[config.mk]
export PLATFORM = sky130hd
export DESIGN_NAME = linePulseGen
export DESIGN_NICKNAME = d
export VERILOG_FILES = /design/src/rtl/lpg_pkg.sv /design/src/rtl/lpg_ctrl.sv /design/src/rtl/lpg_datapath.sv /design/src/rtl/linePulseGen.sv
export SDC_FILE = /design/constraint.sdc
export NUM_CORES = 1
export LEC_CHECK = 0
export ABC_AREA = 1
export CAP_MARGIN = 10
export CORE_MARGIN = 1
export CORE_UTILIZATION = 64
export CTS_CLUSTER_DIAMETER = 30
export DETAILED_ROUTE_END_ITERATION = 8
export DONT_BUFFER_PORTS = 1
export PLACE_DENSITY = 0.79
export SLEW_MARGIN = 40
export SYNTH_ARGS = -nofsm -noshare
export SYNTH_HDL_FRONTEND = slang
export SYNTH_HIERARCHICAL = 1
export SYNTH_SLANG_ARGS = --single-unit
[constraint.sdc]
create_clock -name clk -period 3.9 [get_ports clk]
set_clock_uncertainty 0.2 [all_clocks]
set_input_delay 0.78 -clock clk [delete_from_list [all_inputs] [get_ports clk]]
set_output_delay 0.78 -clock clk [all_outputs]
set_load 0.02 [all_outputs]
[src/rtl/lpg_pkg.sv]
package lpg_pkg;
  // Strobes from the control counters to the pulse/region datapath.
  typedef struct packed {
    logic unitTick;   // last enabled pixel of an 8-pixel unit
    logic lineEnd;    // last pixel of the last unit of a line
    logic frameEnd;   // last pixel of the last line of a frame
    logic pulseSet;   // next unit opens the pulse window
    logic pulseClr;   // next unit closes the pulse window
  } lpgStrobes_t;
endpackage

[src/rtl/lpg_ctrl.sv]
module lpg_ctrl
  import lpg_pkg::*;
#(
  parameter int UNIT_PIX = 8,
  parameter int HU_W     = 6,
  parameter int V_W      = 10
) (
  input  logic              clk,
  input  logic              rst,
  input  logic              pixEn,
  input  logic [HU_W-1:0]   shHDisp,
  input  logic [HU_W-1:0]   shHNon,
  input  logic [HU_W-1:0]   shStart,
  input  logic [HU_W:0]     shWidthUnits,
  input  logic [V_W-1:0]    shVTotal,
  output lpgStrobes_t       strb,
  output logic [HU_W:0]     hUnit,
  output logic [V_W-1:0]    lineCnt
);
  localparam int HC_W = HU_W + 1;

  logic          unitTick;
  logic [HC_W-1:0] lineLast;
  logic [HC_W-1:0] startU;
  logic [HC_W-1:0] stopU;

  assign lineLast = {1'b0, shHDisp} + {1'b0, shHNon} + HC_W'(1);
  assign startU   = {1'b0, shStart};
  assign stopU    = startU + shWidthUnits;

  generate
    if (UNIT_PIX == 1) begin : g_noPrescale
      assign unitTick = pixEn;
    end else begin : g_prescale
      localparam int SUB_W = $clog2(UNIT_PIX);
      logic [SUB_W-1:0] subCnt;
      always_ff @(posedge clk) begin
        if (rst) begin
          subCnt <= '0;
        end else if (pixEn) begin
          if (subCnt == SUB_W'(UNIT_PIX - 1)) subCnt <= '0;
          else                                subCnt <= subCnt + SUB_W'(1);
        end
      end
      assign unitTick = pixEn && (subCnt == SUB_W'(UNIT_PIX - 1));
    end
  endgenerate

  always_comb begin
    strb.unitTick = unitTick;
    strb.lineEnd  = unitTick && (hUnit == lineLast);
    strb.frameEnd = strb.lineEnd && (lineCnt == shVTotal);
    strb.pulseSet = unitTick && (hUnit == startU);
    strb.pulseClr = unitTick && (hUnit == stopU);
  end

  always_ff @(posedge clk) begin
    if (rst) begin
      hUnit   <= '0;
      lineCnt <= '0;
    end else if (unitTick) begin
      if (strb.lineEnd) begin
        hUnit <= '0;
        if (strb.frameEnd) lineCnt <= '0;
        else               lineCnt <= lineCnt + V_W'(1);
      end else begin
        hUnit <= hUnit + HC_W'(1);
      end
    end
  end


  hunit_range_chk: assert property (@(posedge clk) disable iff (rst)
    hUnit <= lineLast);


  frame_wrap_chk: assert property (@(posedge clk) disable iff (rst)
    strb.frameEnd |=> (hUnit == '0 && lineCnt == '0));


  idle_hold_chk: assert property (@(posedge clk) disable iff (rst)
    !pixEn |=> ($stable(hUnit) && $stable(lineCnt)));
endmodule

[src/rtl/lpg_datapath.sv]
module lpg_datapath
  import lpg_pkg::*;
#(
  parameter int HU_W  = 6,
  parameter int WID_W = 4,
  parameter int V_W   = 10
) (
  input  logic              clk,
  input  logic              rst,
  input  lpgStrobes_t       strb,
  input  logic [HU_W:0]     hUnit,
  input  logic [V_W-1:0]    lineCnt,
  input  logic              cfgActiveMatrix,
  input  logic              cfgPolarity,
  input  logic [HU_W-1:0]   cfgPulseStart,
  input  logic [WID_W-1:0]  cfgPulseWidth,
  input  logic [HU_W-1:0]   cfgHDisplay,
  input  logic [HU_W-1:0]   cfgHNonDisplay,
  input  logic [V_W-1:0]    cfgVHeight,
  input  logic [V_W-1:0]    cfgVTotal,
  output logic [HU_W-1:0]   shHDisp,
  output logic [HU_W-1:0]   shHNon,
  output logic [HU_W-1:0]   shStart,
  output logic [HU_W:0]     shWidthUnits,
  output logic [V_W-1:0]    shVTotal,
  output logic              linePulse,
  output logic              lineActive,
  output logic              pixelActive
);
  localparam int HC_W = HU_W + 1;

  logic             shAm;
  logic             shPol;
  logic [WID_W-1:0] shWidth;
  logic [V_W-1:0]   shHeight;
  logic             pulseFlag;

  // Shadow copy taken at reset and on each frame boundary.
  always_ff @(posedge clk) begin
    if (rst || strb.frameEnd) begin
      shAm     <= cfgActiveMatrix;
      shPol    <= cfgPolarity;
      shStart  <= cfgPulseStart;
      shWidth  <= cfgPulseWidth;
      shHDisp  <= cfgHDisplay;
      shHNon   <= cfgHNonDisplay;
      shHeight <= cfgVHeight;
      shVTotal <= cfgVTotal;
    end
  end

  assign shWidthUnits = shAm ? (HC_W'(shWidth) + HC_W'(1)) : HC_W'(1);

  always_ff @(posedge clk) begin
    if (rst)                pulseFlag <= 1'b0;
    else if (strb.pulseSet) pulseFlag <= 1'b1;
    else if (strb.pulseClr) pulseFlag <= 1'b0;
  end

  assign linePulse   = pulseFlag ^ shPol ^ shAm;
  assign lineActive  = (lineCnt <= shHeight);
  assign pixelActive = lineActive && (hUnit > {1'b0, shHNon});

  // Checker state: units counted while the pulse window is open.
  logic [HC_W-1:0] pulseLen;
  always_ff @(posedge clk) begin
    if (rst || strb.pulseSet)             pulseLen <= '0;
    else if (strb.unitTick && pulseFlag)  pulseLen <= pulseLen + HC_W'(1);
  end


  pulse_start_chk: assert property (@(posedge clk) disable iff (rst)
    $rose(pulseFlag) |-> (hUnit == {1'b0, shStart} + HC_W'(1)));


  pulse_width_chk: assert property (@(posedge clk) disable iff (rst)
    (strb.pulseClr && pulseFlag) |-> (pulseLen + HC_W'(1) == shWidthUnits));


  reset_level_chk: assert property (@(posedge clk)
    rst |=> (linePulse == (cfgPolarity ^ cfgActiveMatrix)) || !$stable(cfgPolarity)
            || !$stable(cfgActiveMatrix));
endmodule

[src/rtl/linePulseGen.sv]
module linePulseGen
  import lpg_pkg::*;
#(
  parameter int UNIT_PIX = 8,
  parameter int HU_W     = 6,
  parameter int WID_W    = 4,
  parameter int V_W      = 10
) (
  input  logic             clk,
  input  logic             rst,
  input  logic             pixEn,
  input  logic             cfgActiveMatrix,
  input  logic             cfgPolarity,
  input  logic [HU_W-1:0]  cfgPulseStart,
  input  logic [WID_W-1:0] cfgPulseWidth,
  input  logic [HU_W-1:0]  cfgHDisplay,
  input  logic [HU_W-1:0]  cfgHNonDisplay,
  input  logic [V_W-1:0]   cfgVHeight,
  input  logic [V_W-1:0]   cfgVTotal,
  output logic             linePulse,
  output logic             lineActive,
  output logic             pixelActive
);
  lpgStrobes_t     strb;
  logic [HU_W:0]   hUnit;
  logic [V_W-1:0]  lineCnt;
  logic [HU_W-1:0] shHDisp;
  logic [HU_W-1:0] shHNon;
  logic [HU_W-1:0] shStart;
  logic [HU_W:0]   shWidthUnits;
  logic [V_W-1:0]  shVTotal;

  lpg_ctrl #(.UNIT_PIX(UNIT_PIX), .HU_W(HU_W), .V_W(V_W)) u_ctrl (
    .clk(clk), .rst(rst), .pixEn(pixEn),
    .shHDisp(shHDisp), .shHNon(shHNon), .shStart(shStart),
    .shWidthUnits(shWidthUnits), .shVTotal(shVTotal),
    .strb(strb), .hUnit(hUnit), .lineCnt(lineCnt)
  );

  lpg_datapath #(.HU_W(HU_W), .WID_W(WID_W), .V_W(V_W)) u_dp (
    .clk(clk), .rst(rst), .strb(strb), .hUnit(hUnit), .lineCnt(lineCnt),
    .cfgActiveMatrix(cfgActiveMatrix), .cfgPolarity(cfgPolarity),
    .cfgPulseStart(cfgPulseStart), .cfgPulseWidth(cfgPulseWidth),
    .cfgHDisplay(cfgHDisplay), .cfgHNonDisplay(cfgHNonDisplay),
    .cfgVHeight(cfgVHeight), .cfgVTotal(cfgVTotal),
    .shHDisp(shHDisp), .shHNon(shHNon), .shStart(shStart),
    .shWidthUnits(shWidthUnits), .shVTotal(shVTotal),
    .linePulse(linePulse), .lineActive(lineActive), .pixelActive(pixelActive)
  );
endmodule

# After elaboration in Yosys (flattened, before gate mapping)

Index checks and enable logic that the tools add are counted.

Add/sub/neg operators: 7
Magnitude comparators: 2
Equality and inequality tests: 5
Muxes and demuxes: 6
Bitwise gates (word level): 2
Reductions and logical operators: 9

Operators with widths:

| operator                                       | count |
|---|---|
| adder 7 x 1 -> 7 bit (second input constant)   | 2 |
| equality test 7 bit                            | 2 |
| 2-to-1 mux 7 bit                               | 2 |
| adder 10 x 1 -> 10 bit (second input constant) | 1 |
| equality test 10 bit                           | 1 |
| <= comparator 10 bit                           | 1 |
| 2-to-1 mux 10 bit                              | 1 |
| adder 6 x 6 -> 7 bit                           | 1 |
| adder 6 x 7 -> 7 bit                           | 1 |
| equality test 7 x 6 -> 1 bit                   | 1 |
| > comparator 7 x 6 -> 1 bit                    | 1 |
| logical AND 1 bit                              | 6 |
| adder 4 x 1 -> 5 bit (second input constant)   | 1 |
| adder 3 x 1 -> 3 bit (second input constant)   | 1 |
| equality test 3 bit (second input constant)    | 1 |
| 2-to-1 mux 3 bit                               | 1 |
| 2-to-1 mux 1 bit                               | 2 |
| AND reduction 2 bit                            | 1 |
| nonzero test 2 bit                             | 1 |
| XOR 1 bit                                      | 2 |
| logical OR 1 bit                               | 1 |

Register bits after elaboration: 65
Output and inout port bits: 3

# Depth between registers and ports, before layout

Gate-level depths: netlist (run 1).

Depth in word-level cells: 7
Gate-level depth with buffers: 19

# Modules after synthesis

Netlist (run 1), hierarchy kept.

Modules (own cells, without submodules):

| module       | times used | cells each | area each (um^2) | seq. area each (um^2) |
|---|---|---|---|---|
| lpg_ctrl     | 1          | 308        | 1973.1           | 400.4 |
| lpg_datapath | 1          | 149        | 1956.9           | 1341.3 |

# Least setup slack after synthesis (run 1)

No wires, ideal clock.

Kind: register -> register
From: register u_dp.shHNon[0]
To: register u_dp.shAm (enable)
Library setup time: 0.382 ns
Arrival: 2.416 ns
Data required time: 3.318 ns
Slack: 0.902 ns
Stages on the path, launching flop included: 14
Path buffers: 0
Clock period less this slack: 2.998 ns
Cell sequence: edfxtp_1 > inv_1 > ha_1 > inv_1 > fa_1 > inv_1 > nand2_1 > nand3_2 > nor2_2 > nand4_1 > nor2_1 > nand4_1 > nor3_1 > or2_2

RTL lines:

| item                   | RTL line           | source |
|---|---|---|
| start, declared        | lpg_datapath.sv:22 | `output logic [HU_W-1:0] shHNon,` |
| start signal, assigned | lpg_datapath.sv:46 | `shHNon <= cfgHNonDisplay;` |
| end signal, assigned   | lpg_datapath.sv:41 | `shAm <= cfgActiveMatrix;` |
| end, declared          | lpg_datapath.sv:32 | `logic shAm;` |

==> results of run 1 <==
==> flip-flops by register name, indices dropped and copies added (netlist names) <==
name                      count
u_dp/shHeight                10
u_ctrl/lineCnt               10
u_dp/shPol                    1
u_dp/shVTotal                10
u_dp/shHDisp                  6
u_dp/shWidth                  4
u_ctrl/g_prescale.subCnt      3
u_ctrl/hUnit                  7
u_dp/shStart                  6
u_dp/pulseFlag                1
u_dp/shAm                     1
u_dp/shHNon                   6
==> power groups by stage <==
stage | Combinational, mW | Sequential, mW | Clock [mW]
after global routing | 0.267 | 0.806 | 0.660
after detailed placement | 0.231 | 0.817 | 0
after floorplan | 0.191 | 0.810 | 0
after CTS | 0.232 | 0.802 | 0.625
after global placement | 0.221 | 0.814 | 0
final | 0.235 | 0.801 | 0.617
==> layout make-up <==
cell class | instances | area, µm² | area share (%)
Clock inverter | 5 | 80.08 | 1.907
Multi-Input combinational cell | 310 | 1854 | 44.16
Sequential cell | 65 | 1742 | 41.48
Inverter | 75 | 282.8 | 6.734
Timing Repair Buffer | 2 | 15.01 | 0.3576
Clock buffer | 11 | 131.4 | 3.129
Tap cell | 75 | 93.84 | 2.235
==> worst max-delay path by stage <==
stage / startpoint / to / slack (ps) / depth (start not counted)
2_1_floorplan: u_dp/shHNon[0]$_DFFE_PP_ / u_dp/shAm$_DFFE_PP_ / 930 / 13
4_1_cts: u_dp/shHNon[0]$_DFFE_PP_ / u_dp/shHDisp[5]$_DFFE_PP_ / 780 / 13
5_1_grt: u_dp/shHNon[0]$_DFFE_PP_ / u_dp/shHDisp[5]$_DFFE_PP_ / 540 / 13
3_5_place_dp: u_dp/shHNon[0]$_DFFE_PP_ / u_dp/shHDisp[3]$_DFFE_PP_ / 760 / 13
3_3_place_gp: u_dp/shHNon[0]$_DFFE_PP_ / u_dp/shHNon[5]$_DFFE_PP_ / 910 / 13
6_report: u_dp/shHNon[0]$_DFFE_PP_ / u_dp/shHNon[3]$_DFFE_PP_ / 760 / 13
==> layout by cell type, fill, tap and decap left out, drive strengths merged, types with 4 or more instances in the layout <==
| cell | instances |
|---|---|
| nand3 | 33 |
| a21oi | 20 |
| xor2 | 12 |
| edfxtp | 44 |
| clkbuf | 11 |
| ha | 33 |
| inv | 73 |
| dfxtp | 21 |
| xnor2 | 11 |
| or2 | 4 |
| nand4 | 10 |
| nand2 | 110 |
| o21ai | 10 |
| nor3 | 9 |
| nor2 | 48 |
==> routing by layer <==
metal	GRT usage, %	up-vias	part of all wire (%)
met2	42.05	118	47
met1	31.96	1322	46
met5	0	-	0
met4	7.500	0	1.0
met3	8.068	9	6.6
li1	-	1498	-
==> results.json, run 1 <==
{
  "grt_max_degree": 23,
  "path_clk_slew_ps": 80,
  "hold_slack_ps": 292.8,
  "final_util_pct": 70.92,
  "syn2layout_area_growth_pct": 7.152,
  "placed_area_um2": 3988,
  "hp-class": "input port to flip-flop",
  "r2r_slack_ps": 760,
  "cts.path.max_buffers": 2,
  "p_int_mw": 1.223,
  "fin_tns_setup_ps": 0,
  "drv_cap": 0,
  "post_cts_resized": 0,
  "synth_cells": 455,
  "antenna_cells": 0,
  "grt_pass1_vias": 2794,
  "finalWirelength_um": 7345,
  "grt-ovfl-total": 0,
  "drv_slew": 0,
  "crit_family": "simple AND/OR/NAND/NOR gates",
  "post-route-cell-area_um2": 4199,
  "combPwrFrac_pct": 14.2,
  "finalHoldViolCount": 0,
  "final_cells": 543,
  "hp-start": "rst",
  "total_power_mw": 1.653,
  "clock-sinks": 65,
  "core_um2": 5921,
  "portBuffers": 0,
  "reg2reg_depth": 13,
  "initialDrtViolationCount": 208,
  "fin_crit_sh_pct": 80.64,
  "setup_ws_ps": 755.1,
  "path_class": "flip-flop to flip-flop",
  "fmax_mhz": 318.0,
  "start_util_pct": 66.19,
  "rsz0062_at_grt": "no",
  "crit_arrival_ps": 2950,
  "endpoint_kind": "flip-flop",
  "cp_slowest_cell": "fa_1",
  "cpPeakStageDelay_ps": 420,
  "dp_slack_ps": 761.3,
  "dp_hpwl_um": 5540,
  "ioPinCount": 50,
  "root_buffer": "clkbuf_8",
  "status": "completed",
  "cts_buffers": 9,
  "grtUsageTotal_pct": 25.52,
  "wl_per_cell_um": 13.53,
  "viasPerCell": 5.427,
  "cp-start-kind": "flip-flop",
  "clkPwrFrac_pct": 37.3,
  "vias": 2947,
  "ctsHoldBuffers": 0,
  "synth_area_um2": 3919,
  "path_cells": "inv_1 > ha_1 > inv_1 > fa_1 > nand2_1 > nand3_1 > nand2_1 > nand2_1 > inv_1 > nand4_1 > nor3_1 > or2_2 > buf_4",
  "htree_levels": 3,
  "crit_buf_inv": 4,
  "p_leak_nw": 1.912,
  "cts_tree": "done",
  "avgSynthCellArea_um2": 8.613,
  "place_inst": 527,
  "gp_congestion": 0.8577,
  "post-cts-setup-buffers": 0,
  "power.net_switching_mw": 0.4296,
  "fin_nets": 545,
  "antenna_found_initial": 0,
  "die_y_um": 80.25,
  "fillCellCount": 451,
  "grt_pass1_wl_um": 12350,
  "fin_crit_ps": 3145,
  "antenna_left": 0,
  "fp.dieW_um": 80.25,
  "critPathRequiredTime_ps": 3710,
  "timing.rr.end": "u_dp/shHNon[3]$_DFFE_PP_",
  "first_pass_iters": 5,
  "drcViolationCount": 0,
  "synth_warnings": 6,
  "rows": 28,
  "hold_depth": 1,
  "min_to": "u_ctrl/hUnit[1]$_SDFFE_PP0P_",
  "power.density_nw_per_um2": 393.6,
  "r2r-start": "u_dp/shHNon[0]$_DFFE_PP_",
  "seqPwrFrac_pct": 48.5,
  "drive_gt1_share_pct": 10.90,
  "dieArea_um2": 6440,
  "p_sw_share_pct": 26.00,
  "setup-violations-final": 0,
  "irDropWorstVdd_mv": 0.4952,
  "cp_max_fo": 22,
  "clock_latency_ps": 350
}
Power figures use the tool's default switching activity.
==> run 2, diff against run 1 <==
==> constraint.sdc (replaced) <==
create_clock -name clk -period 3.3 [get_ports clk]
set_clock_uncertainty 0.2 [all_clocks]
set_input_delay 0.66 -clock clk [delete_from_list [all_inputs] [get_ports clk]]
set_output_delay 0.66 -clock clk [all_outputs]
set_load 0.02 [all_outputs]
==> run 2 against run 1 <==
Compared with the run above: count of clock-buffer cells in the layout decreased by 2; critical path type unchanged; clock power increased by 46%; via count decreased by 0.92%; fmax increased by 11%; utilization increased by 1.1 points; highest routed layer unchanged; critical path depth increased by 1; final area increased by 1.6%; sequential cell count unchanged; largest power group unchanged; critical endpoint is now u_dp/shWidth[2]$_DFFE_PP_; wire length decreased by 1.3%; sequential power increased by 18%; global-route usage decreased by 0.93 points.
==> results.json, run 2 (synthesis results as in run 1) <==
{
  "grtUsageTotal_pct": 24.59,
  "reg.largest.list": "u_ctrl/lineCnt (10), u_dp/shHeight (10), u_dp/shVTotal (10)",
  "final_cells": 543,
  "min_to": "u_dp/pulseFlag$_SDFFE_PP0P_",
  "drcViolationCount": 0,
  "total_power_mw": 2.127,
  "power.density_nw_per_um2": 498.8,
  "critPathRequiredTime_ps": 3150,
  "seq_area_um2": 1742,
  "fin_crit_sh_pct": 86.20,
  "grt_max_degree": 45,
  "syn2layout_area_growth_pct": 8.844,
  "cp_max_fo": 44,
  "root_buffer": "clkbuf_8",
  "grt_pass1_vias": 2680,
  "antenna_found_initial": 0,
  "r2r-start": "u_dp/shHNon[0]$_DFFE_PP_",
  "antenna_cells": 0,
  "core_um2": 5921,
  "crit_arrival_ps": 2690,
  "setup_ws_ps": 455.3,
  "antenna_left": 0,
  "hp-start": "rst",
  "viasPerCell": 5.378,
  "layout_commonest_cell": "nand2_1",
  "first_pass_iters": 4,
  "path_class": "flip-flop to flip-flop",
  "cpPeakStageDelay_ps": 510,
  "critPathMostFrequentCell": "inv_1",
  "start_util_pct": 66.19,
  "ioPinCount": 50,
  "fp.dieW_um": 80.25,
  "rsz0062_at_grt": "no",
  "timing.rr.end": "u_dp/shWidth[2]$_DFFE_PP_",
  "dp_slack_ps": 449.4,
  "crit_buf_inv": 4,
  "p_leak_nw": 1.948,
  "cts_tree": "done",
  "fillCellCount": 452,
  "clock-sinks": 65,
  "crit_cells": 14,
  "path_cells": "inv_1 > ha_1 > inv_1 > fa_1 > inv_1 > nand2_1 > nand3_2 > nor2_2 > nand4_1 > nor2_1 > nand4_1 > nor3_1 > or2_2 > buf_12",
  "cts.path.max_buffers": 2,
  "post-cts-setup-buffers": 0,
  "finalWirelength_um": 7252,
  "rows": 28,
  "clock_latency_ps": 360,
  "layout_common_cells": "nand2_1 (103), inv_1 (66), edfxtp_1 (44)",
  "vias": 2920,
  "crit_family": "simple AND/OR/NAND/NOR gates",
  "portBuffers": 0,
  "r2r_slack_ps": 460,
  "dieArea_um2": 6440,
  "endpoint_kind": "flip-flop",
  "wl_per_cell_um": 13.36,
  "htree_levels": 3,
  "fin_crit_ps": 2845,
  "cp_slowest_cell": "fa_1",
  "drv_cap": 0,
  "drive_gt1_share_pct": 11.11,
  "setup-violations-final": 0,
  "status": "completed",
  "final_util_pct": 72.04,
  "finalHoldViolCount": 0,
  "drv_slew": 0,
  "hold_depth": 1,
  "multi_input_area_um2": 1854,
  "place_inst": 527,
  "fin_tns_setup_ps": 0,
  "path_clk_slew_ps": 80,
  "fmax_mhz": 351.5,
  "ctsHoldBuffers": 0,
  "fin_nets": 545,
  "post_cts_resized": 0,
  "gp_congestion": 0.8999,
  "cp-start-kind": "flip-flop",
  "hp-class": "input port to flip-flop",
  "grt_pass1_wl_um": 11670,
  "dp_hpwl_um": 5324,
  "die_y_um": 80.25,
  "cts_buffers": 9,
  "grt-ovfl-total": 0,
  "initialDrtViolationCount": 136,
  "reg2reg_depth": 14,
  "irDropWorstVdd_mv": 0.4760
}
==> run 2: cell count changes in the layout (fill, tap and decap cells not counted), sizes merged <==
| cell | change |
|---|---|
| clkinv | +1 |
| bufinv | +2 |
| inv | +1 |
| clkinvlp | -2 |
| clkbuf | -2 |
==> run 2: how the worst max path moves through the flow <==
stage                                         start                   endpoint
after floorplan            u_dp/shHNon[0]$_DFFE_PP_        u_dp/shAm$_DFFE_PP_
after global placement     u_dp/shHNon[0]$_DFFE_PP_  u_dp/shWidth[3]$_DFFE_PP_
after detailed placement   u_dp/shHNon[0]$_DFFE_PP_  u_dp/shStart[5]$_DFFE_PP_
after CTS                  u_dp/shHNon[0]$_DFFE_PP_  u_dp/shWidth[2]$_DFFE_PP_
after global routing      u_dp/shHDisp[0]$_DFFE_PP_   u_dp/shHNon[4]$_DFFE_PP_
final                      u_dp/shHNon[0]$_DFFE_PP_  u_dp/shWidth[2]$_DFFE_PP_
==> run 2: through the flow <==
step / area, µm² / hold WS (ps)
after CTS: 4265 / 141.7
after global routing: 4265 / 144.0
final: 4265 / 158.3
after floorplan: 3923 / 256.4
after detailed placement: 4000 / 302.1
after global placement: 4000 / 286.4
==> run 2: area by class of cell <==
class,count,share of cell area (%)
repair buffers,2,0.6454
clock inverters,7,3.315
well taps,75,2.200
multi-input cells,310,43.47
flip-flops and latches,65,40.83
clock buffers,9,2.904
inverters,75,6.630
==> run 2: per-layer routing <==
metal  GRT usage, %  vias up  share of wire, %  wire length [µm]
met4          10.54        0               2.2               157
met1          30.22     1326                46              3315
met3          7.727       17               5.5               400
met5              0        -                 0                 0
li1               -     1491                 -                 -
met2          39.66       86                47              3378
==> run 2: report_power, final <==
part / internal, mW / switching [mW]
Sequential: 0.922 / 0.0251
Combinational: 0.102 / 0.176
Clock: 0.579 / 0.323
